**config.mk**
```make
export PLATFORM = sky130hd
export DESIGN_NAME = ext_irq_ctrl
export DESIGN_NICKNAME = d
export VERILOG_FILES = /design/src/rtl/eirq_pkg.sv /design/src/rtl/eirq_pin_sampler.sv /design/src/rtl/eirq_line.sv /design/src/rtl/ext_irq_ctrl.sv
export SDC_FILE = /design/constraint.sdc
export NUM_CORES = 1
export LEC_CHECK = 0
export BUFFER_PORTS_ARGS = -buffer_cell sky130_fd_sc_hd__buf_2
export CORE_MARGIN = 4
export CORE_UTILIZATION = 42
export CTS_BUF_LIST = sky130_fd_sc_hd__clkbuf_4 sky130_fd_sc_hd__clkbuf_8
export DETAILED_ROUTE_END_ITERATION = 7
export PLACE_DENSITY_LB_ADDON = 0.15
export SYNTH_ARGS = -nofsm -noshare
export SYNTH_HDL_FRONTEND = slang
export SYNTH_HIERARCHICAL = 1
export SYNTH_SLANG_ARGS = --single-unit
```
**constraint.sdc**
```tcl
create_clock -name clk -period 1.7 [get_ports clk]
set_input_delay 0.085 -clock clk [delete_from_list [all_inputs] [get_ports clk]]
set_output_delay 0.085 -clock clk [all_outputs]
set_load 0.02 [all_outputs]
```
**src/rtl/eirq_pkg.sv**
```systemverilog
package eirq_pkg;
  localparam int unsigned LINES  = 3;
  localparam int unsigned BYTE_W = 8;

  // Control byte field positions
  localparam int unsigned F_PEND = 0;
  localparam int unsigned F_SEL  = 4;
  localparam int unsigned F_EN   = 5;
  localparam int unsigned F_TRIG = 6;

  typedef enum logic [1:0] {
    TRIG_HIGH = 2'b00,
    TRIG_LOW  = 2'b01,
    TRIG_RISE = 2'b10,
    TRIG_FALL = 2'b11
  } trig_e;
endpackage

```
**src/rtl/eirq_pin_sampler.sv**
```systemverilog
module eirq_pin_sampler #(
  parameter int unsigned STAGES = 2
) (
  input  logic clk,
  input  logic rst_n,
  input  logic pin_i,
  input  logic smp_en,
  output logic sync_o,
  output logic samp_o
);
  logic [STAGES-1:0] sync_q;
  logic [STAGES-1:0] sync_d;
  logic              samp_q;
  logic              samp_d;

  generate
    if (STAGES > 1) begin : g_chain
      always_comb sync_d = {sync_q[STAGES-2:0], pin_i};
    end else begin : g_single
      always_comb sync_d = pin_i;
    end
  endgenerate

  always_comb samp_d = smp_en ? sync_q[STAGES-1] : samp_q;

  always_ff @(posedge clk or negedge rst_n) begin
    if (!rst_n) begin
      sync_q <= '0;
      samp_q <= 1'b0;
    end else begin
      sync_q <= sync_d;
      samp_q <= samp_d;
    end
  end

  assign sync_o = sync_q[STAGES-1];
  assign samp_o = samp_q;
endmodule

```
**src/rtl/eirq_line.sv**
```systemverilog
module eirq_line
  import eirq_pkg::*;
#(
  parameter int unsigned SYNC_STAGES = 2
) (
  input  logic              clk,
  input  logic              rst_n,
  input  logic              pin_i,
  input  logic              slow_tick,
  input  logic              fast_tick,
  input  logic              wr_hit,
  input  logic [BYTE_W-1:0] wr_byte,
  output logic [BYTE_W-1:0] ctrl_o,
  output logic              irq_o
);
  logic  en_q, en_d;
  logic  sel_q, sel_d;
  logic  epend_q, epend_d;
  trig_e trig_q, trig_d;

  logic smp_en, sync_v, samp_v;
  logic inv, edge_mode, act_cur, act_new, edge_hit, type_chg, pend_view;
  trig_e wr_trig;

  assign smp_en = sel_q ? fast_tick : slow_tick;

  eirq_pin_sampler #(.STAGES(SYNC_STAGES)) u_smp (
    .clk    (clk),
    .rst_n  (rst_n),
    .pin_i  (pin_i),
    .smp_en (smp_en),
    .sync_o (sync_v),
    .samp_o (samp_v)
  );

  assign wr_trig   = trig_e'(wr_byte[F_TRIG+1:F_TRIG]);
  assign inv       = trig_q[0];
  assign edge_mode = trig_q[1];
  assign act_cur   = samp_v ^ inv;
  assign act_new   = sync_v ^ inv;
  assign edge_hit  = edge_mode & smp_en & act_new & ~act_cur;
  assign type_chg  = wr_hit && (wr_trig != trig_q);

  always_comb begin
    en_d    = en_q;
    sel_d   = sel_q;
    trig_d  = trig_q;
    epend_d = epend_q;
    if (wr_hit) begin
      en_d   = wr_byte[F_EN];
      sel_d  = wr_byte[F_SEL];
      trig_d = wr_trig;
    end
    if (type_chg) begin
      epend_d = 1'b0;
    end else if (edge_hit) begin
      epend_d = 1'b1;
    end else if (wr_hit && edge_mode && wr_byte[F_PEND]) begin
      epend_d = 1'b0;
    end
  end

  always_ff @(posedge clk or negedge rst_n) begin
    if (!rst_n) begin
      en_q    <= 1'b0;
      sel_q   <= 1'b0;
      trig_q  <= TRIG_HIGH;
      epend_q <= 1'b0;
    end else begin
      en_q    <= en_d;
      sel_q   <= sel_d;
      trig_q  <= trig_d;
      epend_q <= epend_d;
    end
  end

  assign pend_view = edge_mode ? epend_q : act_cur;
  assign ctrl_o    = {trig_q, en_q, sel_q, 3'b000, pend_view};
  assign irq_o     = en_q & pend_view;
endmodule

```
**src/rtl/ext_irq_ctrl.sv**
```systemverilog
module ext_irq_ctrl
  import eirq_pkg::*;
#(
  parameter bit          SHARED      = 1'b0,
  parameter int unsigned DATA_W      = 32,
  parameter int unsigned ADDR_W      = 2,
  parameter int unsigned SYNC_STAGES = 2
) (
  input  logic              clk,
  input  logic              rst_n,
  input  logic              slow_tick,
  input  logic              fast_tick,
  input  logic [LINES-1:0]  pin_i,
  input  logic              wr_en,
  input  logic [ADDR_W-1:0] addr,
  input  logic [DATA_W-1:0] wdata,
  output logic [DATA_W-1:0] rdata,
  output logic [LINES-1:0]  irq_o
);
  localparam int unsigned PACK_W = LINES * BYTE_W;

  logic [1:0]                         rst_pipe;
  logic                               rst_q;
  logic [LINES-1:0]                   wr_hit;
  logic [LINES-1:0][BYTE_W-1:0]       wr_byte;
  logic [LINES-1:0][BYTE_W-1:0]       line_byte;

  // Reset: asserted asynchronously, released on the clock
  always_ff @(posedge clk or negedge rst_n) begin
    if (!rst_n) rst_pipe <= 2'b00;
    else        rst_pipe <= {rst_pipe[0], 1'b1};
  end
  assign rst_q = rst_pipe[1];

  generate
    for (genvar i = 0; i < LINES; i++) begin : g_line
      if (SHARED) begin : g_sh
        assign wr_hit[i]  = wr_en && (addr == '0);
        assign wr_byte[i] = wdata[(LINES-1-i)*BYTE_W +: BYTE_W];
      end else begin : g_sep
        assign wr_hit[i]  = wr_en && (addr == ADDR_W'(i));
        assign wr_byte[i] = wdata[BYTE_W-1:0];
      end

      eirq_line #(.SYNC_STAGES(SYNC_STAGES)) u_line (
        .clk       (clk),
        .rst_n     (rst_q),
        .pin_i     (pin_i[i]),
        .slow_tick (slow_tick),
        .fast_tick (fast_tick),
        .wr_hit    (wr_hit[i]),
        .wr_byte   (wr_byte[i]),
        .ctrl_o    (line_byte[i]),
        .irq_o     (irq_o[i])
      );
    end
  endgenerate

  always_comb begin
    rdata = '0;
    if (SHARED) begin
      if (addr == '0) begin
        for (int i = 0; i < LINES; i++) begin
          rdata[(LINES-1-i)*BYTE_W +: BYTE_W] = line_byte[i];
        end
      end
    end else begin
      for (int i = 0; i < LINES; i++) begin
        if (addr == ADDR_W'(i)) rdata[BYTE_W-1:0] = line_byte[i];
      end
    end
  end
endmodule

```
-- After elaboration in Yosys (flattened, before gate mapping)
Index checks and enable logic that the tools add are counted.
- latch bits: 0
- logic and storage cells: 79
- output and inout bits: 35
- bits in read-only memories: 0
- register bits after elaboration: 26
- bits in writable memories: 0
- bits of input ports: 42
- memories: 0
- equality and inequality tests: 5
- bitwise operators: 21
- mux-type cells: 18
- magnitude comparators: 0
- add/subtract/negate cells: 0
- multipliers: 0
- reduce and logical (&&, ||, !) cells: 16
- shift operators: 0
- div/mod/pow operators: 0
- operators by type and width (cell ; number):
    8-bit two-way mux ; 3
    1-bit two-way mux ; 15
    1-bit AND ; 12
    1-bit logical AND ; 12
    3-bit nonzero test ; 3
    2-bit != test ; 3
    1-bit XOR ; 6
    1-bit NOT ; 3
    2-bit by 1-bit == test with 1-bit output (second input constant) ; 1
    2-bit == test (second input constant) ; 1
    2-bit zero test ; 1

-- Logic depth before layout (Yosys ltp)
Gate-level depths: netlist of run 1.
- word-level depth: 7
- gate-level depth with buffers: 6
- mapped depth without buffers: 5

-- Cells and area by module
The synthesis of run 1 kept the hierarchy.
- modules (own cells, without submodules) (module ; times used ; sequential area each (sq um) ; cells each ; area each (sq um)):
    eirq_line ; 3 ; 125.1 ; 28 ; 319.1
    ext_irq_ctrl ; 1 ; 50.0 ; 51 ; 437.9
    eirq_pin_sampler ; 3 ; 75.1 ; 4 ; 90.1

-- Least setup slack after synthesis of run 1
Ideal clock, no wire load.
- path type: register -> output
- start: register g_line[1].u_line.trig_q[0]
- end: output rdata[0]
- arrival: 1243 ps
- data required time: 1615 ps
- path buffers: 1
- setup slack: 372 ps
- stages on the path, launching flop included: 6
- path through: dfrtp_1 xor2_1 mux2_2 buf_4 mux2i_1 o2bb2ai_1
- longest elaborated chain between the ends: 4
- ends and longest elaborated chain (what ; line ; source):
    start: declaration ; eirq_line.sv:19 ; trig_e trig_q, trig_d;
    start signal: assignment ; eirq_line.sv:72 ; trig_q <= trig_d;
    1-bit XOR ; eirq_line.sv:39 ; assign act_cur = samp_v ^ inv;
    1-bit two-way mux ; eirq_line.sv:77 ; assign pend_view = edge_mode ? epend_q : act_cur;
    via g_line[1].u_line.pend_view ; eirq_line.sv:22 ; logic inv, edge_mode, act_cur, act_new, edge_hit, type_chg, pend_view;
    8-bit two-way mux (2 in series) ; ext_irq_ctrl.sv:69 ; if (addr == ADDR_W'(i)) rdata[BYTE_W-1:0] = line_byte[i];
    end: declaration ; ext_irq_ctrl.sv:17 ; output logic [DATA_W-1:0] rdata,
The timed path passes the listed nets, and every way through them passes these cells.

==> run_results.csv, run 1 <==
group,metric,value,unit
global_route,grt_overflow,0,
timing,rsz0062_at_grt,"false",
cts,clk_path_buf_depth,2,
pwr,p_per_area,1030,mW/mm^2
synth,synth_cell_types,20,
synth,synthCells,147,
pwr,p_leak,0.820,nW
min_path,min-delay-path-class,"in -> reg",
synth,yosysMostFrequentCell,"buf_4",
job,timing.max_cap.violations,0,
pwr,finalPower,1.80,mW
cts,clockRootBuffer,"clkbuf_8",
synth,synth.top_cell.area_share,39.1,%
synth,async_reset_ff_share,100,%
place,hpwl,2200,um
synth,avgSynthCellArea,11.3,sq um
timing,tns,0,ps
timing,fin_crit_sh,94.6,%
timing,setup_violations,0,
worst_setup_path,cp.required,1620,ps
cts,cts_buffers,3,
worst_setup_path,arrival,1520,ps
global_route,grt_max_degree,15,
detailed_routing,vias,978,
synth,ys_seq_area_share,39.1,%
timing,min_period,1610,ps
synth,synth_edf_count,0,
timing,maxSlewViolCount,0,
detailed_routing,firstDrtPassIters,4,
timing,finalClockSkew,2.15,ps
floorplan,ioPinCount,77,
synth,yosysTopAreaCell,"dfrtp_1",
finish,final_core_util,46.6,%
place,port_buffers,22,
synth,syn_area,0.00167,sq mm
detailed_routing,drt-wirelength-per-cell,13.1,um
place,dp_cells,205,
synth,synth_seq_cells,26,
cts,clk_pin_slew,80,ps
worst_setup_path,cp-start-kind,"flip-flop",
floorplan,dieArea,0.00504,sq mm
finish,fin_cells,214,
cts,clk_latency,270,ps
floorplan,core_area,0.00374,sq mm
global_route,grtUsageTotal,11.6,%
outcome,status,"finished clean",
place,finalWeightedCongestion,0.762,
finish,regArea,653,sq um
synth,synth_area_leaders,"dfrtp_1 (39%), buf_4 (19%), mux2_1 (8.1%)",
timing,max_freq,622,MHz
synth,yosys_most_used_dff,"dfrtp_1",
detailed_routing,antenna_left,0,
cts,cts_sinks,26,
global_route,grt_pass1_vias,930,
floorplan,die-height,71.0,um
timing,fin_ws,91.1,ps
finish,drive_gt1_share,27.7,%
floorplan,die_w,71.0,um
finish,syn_to_final_growth,4.73,%
synth,yosys_warnings,6,
worst_setup_path,critPathKind,"reg -> out",
floorplan,rows,22,
pwr,ir_drop,0.510,mV
finish,num-fill-cells,354,
finish,nets,210,
cts,cts_tree,"yes",
finish,multi_input_area,795,sq um
global_route,antenna_found_initial,0,
cts,htree_levels,1,
detailed_routing,avgViaCountPerCell,4.57,
detailed_routing,remaining_drc_errors,0,
floorplan,start_util,44.5,%
detailed_routing,drt_iter0_drc,14,
place,dp_slack,334,ps
synth,synth_common_cells,"buf_4 (42), dfrtp_1 (26), mux2_1 (12), xnor2_1 (9)",
timing,hold_viol,0,
detailed_routing,routed_wl,2800,um
finish,num_antenna_cells,0,
worst_setup_path,end_kind,"output port",
worst_setup_path,critical_path_peak_fanout,2,
global_route,grt_pass1_wl,4510,um
==> kinds of logic (layout without fill, tap and decap cells) <==
| logic type | count (synthesis) | after routing | synth area share (%) |
|---|---|---|---|
| flip-flops | 26 | 26 | 39.1 |
| other | 5 | 34 | 1.13 |
| buffers and inverters | 45 | 35 | 20.2 |
| AND/OR/NAND/NOR | 19 | 19 | 7.14 |
| AO/OA/AOI/OAI | 11 | 11 | 6.46 |
| XOR/XNOR | 12 | 12 | 6.31 |
| multiplexers | 29 | 29 | 19.7 |
==> power by group <==
part | total [mW] | switching [mW] | internal [mW]
logic | 0.624 | 0.315 | 0.309
clock network | 0.346 | 0.187 | 0.159
registers | 0.831 | 0.0998 | 0.731
total | 1.80 | 0.601 | 1.20
==> cell usage in the layout, fill, tap and decap left out, types with 2 or more instances in the layout <==
cell / instances
nand4bb_1: 3
dfrtp_1: 24
and2_1: 4
mux2_1: 12
buf_2: 22
xnor2_1: 9
mux2_2: 6
dlygate4sd3_1: 4
o2bb2ai_1: 8
mux2_4: 3
conb_1: 34
nand2_1: 6
a22oi_2: 3
clkbuf_8: 3
xor2_1: 2
nand3_1: 3
mux2i_1: 8
dfrtp_2: 2
buf_4: 6
==> routing by layer <==
| metal | wire length, um | up-vias | GRT usage (%) |
|---|---|---|---|
| met5 | 0 | - | 0 |
| met1 | 1190 | 473 | 14.2 |
| met2 | 1330 | 38 | 18.7 |
| met3 | 233 | 5 | 3.41 |
| met4 | 52 | 0 | 5.64 |
| li1 | - | 462 | - |
==> worst max-delay path, cell delays in order (launching register included) <==
cell and delay, ps:
dfrtp_1 420, xor2_2 180, mux2_2 280, mux2i_1 120, o2bb2ai_1 90, buf_2 160
==> area by class of cell <==
cell class                      instances  area share [%]
Clock buffer                            3            2.37
Timing Repair Buffer                   32            11.2
Sequential cell                        26            37.4
Multi-Input combinational cell        105            45.6
Tap cell                               48            3.44
==> repair_timing <==
item | in CTS | in global routing
endpoints found under the hold margin | 5 | 0
setup buffers | 0 | 2
setup endpoints to repair | 0 | 1
hold buffers | 4 | 0
gates resized for setup | 0 | 3
==> sequential cells by signal, indices dropped and copies added, names as in the netlist <==
| signal | cells |
|---|---|
| g_line.u_line/u_smp/samp_o | 3 |
| g_line.u_line/trig_q | 6 |
| g_line.u_line/en_q | 3 |
| g_line.u_line/u_smp/sync_q | 6 |
| g_line.u_line/sel_q | 3 |
| g_line.u_line/epend_q | 3 |
| rst_pipe | 2 |
==> final timing paths <==
kind / startpoint / end / slack [ps] / depth (start not counted)
hold / removal: wdata[5] / g_line[1].u_line/en_q / 60 / 2
setup reg to reg: g_line[2].u_line/sel_q / g_line[2].u_line/u_smp/samp_o / 500 / 2
hold reg to reg: rst_pipe[1] / g_line[2].u_line/u_smp/samp_o / 170 / 0
min in group asynchronous: rst_n / rst_pipe[0] / 120 / 2
max in group asynchronous: rst_pipe[1] / g_line[1].u_line/trig_q[0] / 960 / 1
setup / recovery: g_line[0].u_line/u_smp/samp_o / rdata[0] / 90 / 5
==> through the flow <==
stage / hold WS (ps) / area [sq um]
after floorplan: -211 / 1770
after global placement: -130 / 1640
after detailed placement: -128 / 1640
after CTS: 58.2 / 1720
after global routing: 67.3 / 1740
final: 62.9 / 1740
No activity file was read; power rests on OpenSTA's default activity.
==> run 2, diff against run 1 <==
--- a/config.mk
+++ b/config.mk
@@ -11,6 +11,7 @@
 export CTS_BUF_LIST = sky130_fd_sc_hd__clkbuf_4 sky130_fd_sc_hd__clkbuf_8
 export DETAILED_ROUTE_END_ITERATION = 7
 export PLACE_DENSITY_LB_ADDON = 0.15
+export REMOVE_ABC_BUFFERS = 1
 export SYNTH_ARGS = -nofsm -noshare
 export SYNTH_HDL_FRONTEND = slang
 export SYNTH_HIERARCHICAL = 1
==> run 2 against run 1 <==
  * Combinational power is 3.4% higher
  * Largest cell class unchanged
  * Final area rose by 2.5%
  * Wire length grew 0.64%
  * Worst setup slack lost 22 ps
==> run_results.csv, run 2 (synthesis gave the netlist of run 1 again) <==
group,metric,value,unit
outcome,status,"finished clean",
pwr,p_leak,0.843,nW
cts,cts_sinks,26,
detailed_routing,antenna_left,0,
timing,fin_crit_sh,95.9,%
finish,layout_common_cells,"conb_1 (34), dfrtp_1 (24), buf_2 (21)",
pwr,swShare,30.9,%
timing,maxSlewViolCount,0,
floorplan,start_util,44.5,%
worst_setup_path,cp.required,1620,ps
place,port_buffers,22,
worst_setup_path,critical_path_peak_fanout,5,
pwr,p_int,1.37,mW
detailed_routing,routed_wl,2820,um
pwr,ir_drop,0.467,mV
detailed_routing,remaining_drc_errors,0,
finish,syn_to_final_growth,7.36,%
finish,fin_cells,216,
worst_setup_path,slowest_stage,"dfrtp_2",
floorplan,core_area,0.00374,sq mm
detailed_routing,drt_iter0_drc,33,
worst_setup_path,worstPathCellList,"xor2_1 -> mux2_4 -> mux2i_1 -> o2bb2ai_1 -> buf_4",
cts,cts_buffers,3,
pwr,comb_power_share,32.5,%
pwr,p_per_area,1110,mW/mm^2
global_route,grt_max_degree,25,
floorplan,dieArea,0.00504,sq mm
cts,htree_levels,1,
worst_setup_path,end_kind,"output port",
detailed_routing,vias,993,
detailed_routing,drt-wirelength-per-cell,13.0,um
place,finalWeightedCongestion,0.764,
timing,setup_violations,0,
timing,min_period,1630,ps
finish,nets,211,
worst_setup_path,max_stage_delay,450,ps
place,hpwl,2130,um
worst_setup_path,cp-start-kind,"flip-flop",
timing,hold_viol,0,
cts,clk_latency,270,ps
detailed_routing,firstDrtPassIters,2,
timing,max_freq,613,MHz
timing,finalClockSkew,0.835,ps
min_path,min-delay-path-class,"in -> reg",
pwr,p_clk_share,25.5,%
cts,cts_tree,"yes",
global_route,antenna_found_initial,0,
job,timing.max_cap.violations,0,
pwr,p_seq_share,41.9,%
pwr,switchingPower,0.613,mW
detailed_routing,avgViaCountPerCell,4.60,
floorplan,ioPinCount,77,
timing,rsz0062_at_grt,"true",
worst_setup_path,critPathKind,"reg -> out",
worst_setup_path,r2r_cells,2,
finish,mostFrequentLayoutCell,"conb_1",
pwr,finalPower,1.98,mW
finish,drive_gt1_share,28.6,%
cts,clk_path_buf_depth,2,
global_route,grt_overflow,0,
floorplan,die_w,71.0,um
floorplan,rows,22,
place,dp_cells,205,
global_route,grtUsageTotal,11.5,%
finish,num_antenna_cells,0,
global_route,grt_pass1_vias,899,
timing,hold_slack,62.9,ps
min_path,worst_hold_path.num_cells,2,
finish,top_regs,"g_line.u_line/trig_q (6), g_line.u_line/u_smp/sync_q (6)",
worst_setup_path,arrival,1550,ps
floorplan,die-height,71.0,um
global_route,grt_pass1_wl,4510,um
finish,final_core_util,47.8,%
cts,clockRootBuffer,"clkbuf_8",
cts,clk_pin_slew,90,ps
run 2: cell types whose count changed in the layout (fill, tap and decap cells not counted):
| cell | previous run | this run |
|---|---|---|
| bufinv_16 | 0 | 1 |
| mux2_4 | 3 | 4 |
| mux2_2 | 6 | 5 |
| buf_2 | 22 | 21 |
| buf_4 | 6 | 8 |
run 2: area by class of cell:
class,instances,area (sq um)
fill,351,1960
clock buffer,3,41.3
clock inverter,1,30.0
multi-input combinational,105,798
sequential,26,653
timing repair buffer,33,205
tap,48,60.1
run 2: critical path, delay by kind of cell (launching register included):
kind	cells	cell delay (ps)
flops	1	450
mux	2	410
buf+inv	1	170
compound gates	1	90
xor+xnor	1	160
run 2: routing by layer:
layer	vias up	GRT usage, %	routed length [um]
met5	-	0	0
met4	0	3.76	17
met3	2	2.41	201
met2	36	19.1	1380
met1	491	14.9	1220
li1	464	-	-
run 2: path summary, 6_finish.rpt:
kind                                             from                                to  slack, ps
max in group asynchronous                 rst_pipe[1]        g_line[1].u_line/trig_q[0]       1210
max reg2reg                    g_line[2].u_line/sel_q     g_line[2].u_line/u_smp/samp_o        500
min in group asynchronous                       rst_n                       rst_pipe[0]        120
max                        g_line[1].u_line/trig_q[0]                          rdata[0]         70
min reg2reg                               rst_pipe[1]  g_line[0].u_line/u_smp/sync_q[0]        230
min                                          wdata[5]             g_line[0].u_line/en_q         60
run 2: metrics by stage:
stage                     area (sq um)  worst slack [ps]  setup TNS [ps]
after floorplan                   1440               458               0
after global placement            1640               328               0
after detailed placement          1640               307               0
after CTS                         1750              10.5               0
after global routing              1790             -11.7           -11.7
final                             1790              69.3               0
run 2: power groups by stage:
stage                     logic [mW]  registers, mW  clock network (mW)
after floorplan                0.459          0.823                   0
after global placement         0.599          0.838                   0
after detailed placement       0.604          0.843                   0
after CTS                      0.615          0.833               0.525
after global routing           0.707          0.854               0.546
final                          0.645          0.832               0.507
run 2: repair_timing:
action | in CTS | in global routing
setup endpoints to repair | 1 | 1
hold endpoints to repair | 5 | 0
hold buffers | 4 | 0
resized for setup | 2 | 3
setup buffers | 0 | 3
pin swaps | 0 | 1
==> run 3, diff against run 2 <==
--- a/config.mk
+++ b/config.mk
@@ -7,9 +7,10 @@
 export LEC_CHECK = 0
 export BUFFER_PORTS_ARGS = -buffer_cell sky130_fd_sc_hd__buf_2
 export CORE_MARGIN = 4
-export CORE_UTILIZATION = 42
+export CORE_UTILIZATION = 39
 export CTS_BUF_LIST = sky130_fd_sc_hd__clkbuf_4 sky130_fd_sc_hd__clkbuf_8
 export DETAILED_ROUTE_END_ITERATION = 7
+export HOLD_SLACK_MARGIN = 0.12
 export PLACE_DENSITY_LB_ADDON = 0.15
 export REMOVE_ABC_BUFFERS = 1
 export SYNTH_ARGS = -nofsm -noshare
==> run 3 against run 2 <==
  * Utilization down 3.8 points
  * Count of clock-buffer cells in the layout unchanged
  * Fmax up 0.86%
  * Global-route usage about the same
  * Highest routed layer unchanged
  * Final area down 0.21%
  * Via count down 1.3%
  * Die area up 6.8%
  * Clock power down 33%
  * Non-clock buffer count up 3
  * Combinational power down 1%
  * Sequential share of layout area up 0.077 points
==> run_results.csv, run 3 (synthesis gave the netlist of run 1 again) <==
group,metric,value,unit
cts,cts_tree,"yes",
finish,top_regs,"g_line.u_line/trig_q (6), g_line.u_line/u_smp/sync_q (6)",
place,finalWeightedCongestion,0.724,
detailed_routing,remaining_drc_errors,0,
cts,clk_pin_slew,80,ps
timing,maxSlewViolCount,0,
global_route,grtUsageTotal,11.4,%
cts,clk_path_buf_depth,2,
timing,rsz0062_at_grt,"false",
worst_setup_path,cp.required,1620,ps
pwr,comb_power_share,35.2,%
detailed_routing,drt_iter0_drc,11,
place,dp_slack,328,ps
cts,cts_sinks,26,
floorplan,dieArea,0.00538,sq mm
worst_setup_path,arrival,1530,ps
cts,cts_buffers,3,
detailed_routing,avgViaCountPerCell,4.45,
worst_setup_path,critPathKind,"reg -> out",
cts,clockRootBuffer,"clkbuf_8",
timing,fin_ws,83.2,ps
global_route,grt_pass1_wl,4690,um
place,port_buffers,22,
timing,max_freq,619,MHz
floorplan,start_util,41.0,%
cts,clk_latency,260,ps
detailed_routing,vias,980,
finish,layout_common_cells,"conb_1 (34), dfrtp_1 (24), buf_2 (22)",
floorplan,die_w,73.3,um
worst_setup_path,end_kind,"output port",
floorplan,die-height,73.3,um
floorplan,core_area,0.00406,sq mm
global_route,grt_max_degree,18,
global_route,antenna_found_initial,0,
cts,htree_levels,1,
timing,tns,0,ps
worst_setup_path,timing.reg2reg.setup_slack,480,ps
pwr,swShare,33.3,%
pwr,p_seq_share,46.1,%
timing,hold_viol,0,
finish,drive_gt1_share,27.6,%
detailed_routing,firstDrtPassIters,2,
global_route,grt_overflow,0,
job,timing.max_cap.violations,0,
pwr,finalPower,1.81,mW
pwr,switchingPower,0.603,mW
outcome,status,"finished clean",
worst_setup_path,r2r_end,"g_line[2].u_line/u_smp/samp_o",
pwr,p_leak,0.837,nW
finish,nets,214,
timing,fin_crit_sh,95.1,%
pwr,p_int,1.21,mW
detailed_routing,routed_wl,2910,um
detailed_routing,drt-wirelength-per-cell,13.2,um
min_path,min-delay-path-class,"reg -> async",
pwr,ir_drop,0.456,mV
pwr,p_clk_share,18.6,%
finish,mostFrequentLayoutCell,"conb_1",
worst_setup_path,r2r-start,"g_line[2].u_line/sel_q",
detailed_routing,antenna_left,0,
finish,num_antenna_cells,0,
worst_setup_path,r2r_cells,2,
pwr,p_per_area,1010,mW/mm^2
timing,finalClockSkew,1.74,ps
timing,setup_violations,0,
finish,final_core_util,44.0,%
worst_setup_path,critical_path_peak_fanout,5,
worst_setup_path,cp-start-kind,"flip-flop",
finish,num-fill-cells,395,
finish,syn_to_final_growth,7.14,%
place,hpwl,2250,um
global_route,grt_pass1_vias,986,
floorplan,ioPinCount,77,
floorplan,rows,23,
timing,min_period,1620,ps
## run 3: cell types whose count changed in the layout (fill, tap and decap cells not counted), sizes merged
cell,delta
dlygate4sd3,+3
bufinv,-1
## run 3: stage by stage
stage               cell area, sq um  std cells  hold slack (ps)
finish                          1780        220              130
global route                    1780        220              164
CTS                             1750        217              145
detailed placement              1640        207             -127
global placement                1640        207             -130
floorplan                       1440        131             -211
## run 3: layout make-up
type | instances | area, sq um | share of cell area, %
sequential | 26 | 653 | 36.6
clock buffer | 3 | 41.3 | 2.31
multi-input combinational | 105 | 795 | 44.5
timing repair buffer | 36 | 233 | 13.0
tap | 50 | 62.6 | 3.51
## run 3: worst max path at each step
stage                                     startpoint  endpoint  cells past startpoint
after floorplan           g_line[1].u_line/trig_q[0]  rdata[0]                      4
after global placement    g_line[1].u_line/trig_q[0]  rdata[0]                      5
after detailed placement  g_line[1].u_line/trig_q[0]  rdata[0]                      5
after CTS                 g_line[1].u_line/trig_q[0]  rdata[0]                      5
after global routing      g_line[0].u_line/trig_q[0]  rdata[0]                      5
final                     g_line[0].u_line/trig_q[0]  rdata[0]                      5
## run 3: metal layers
layer | up-vias | routed length, um | global-route usage (%)
li1 | 474 | - | -
met1 | 464 | 1220 | 14.5
met2 | 40 | 1400 | 19.2
met3 | 2 | 265 | 2.33
met4 | 0 | 21 | 4.23
met5 | - | 0 | 0
## run 3: timing repair
item                                    4_1_cts  5_1_grt
buffers inserted                              0        3
hold endpoints to repair                     11        0
hold buffers                                  7        0
gates resized for setup                       0        3
endpoints found under the setup margin        0        1
## run 3: power by group through the flow
| stage | combinational [mW] | clock, mW | sequential (mW) |
|---|---|---|---|
| after floorplan | 0.459 | 0 | 0.823 |
| after global placement | 0.599 | 0 | 0.840 |
| after detailed placement | 0.607 | 0 | 0.847 |
| after CTS | 0.622 | 0.360 | 0.836 |
| after global routing | 0.699 | 0.384 | 0.855 |
| final | 0.637 | 0.338 | 0.836 |
## run 3: worst max-delay path, stage by stage (launching register included)
cell and delay (ps):
dfrtp_2 460, xor2_2 160, mux2_2 280, mux2i_1 120
o2bb2ai_1 90, buf_2 160
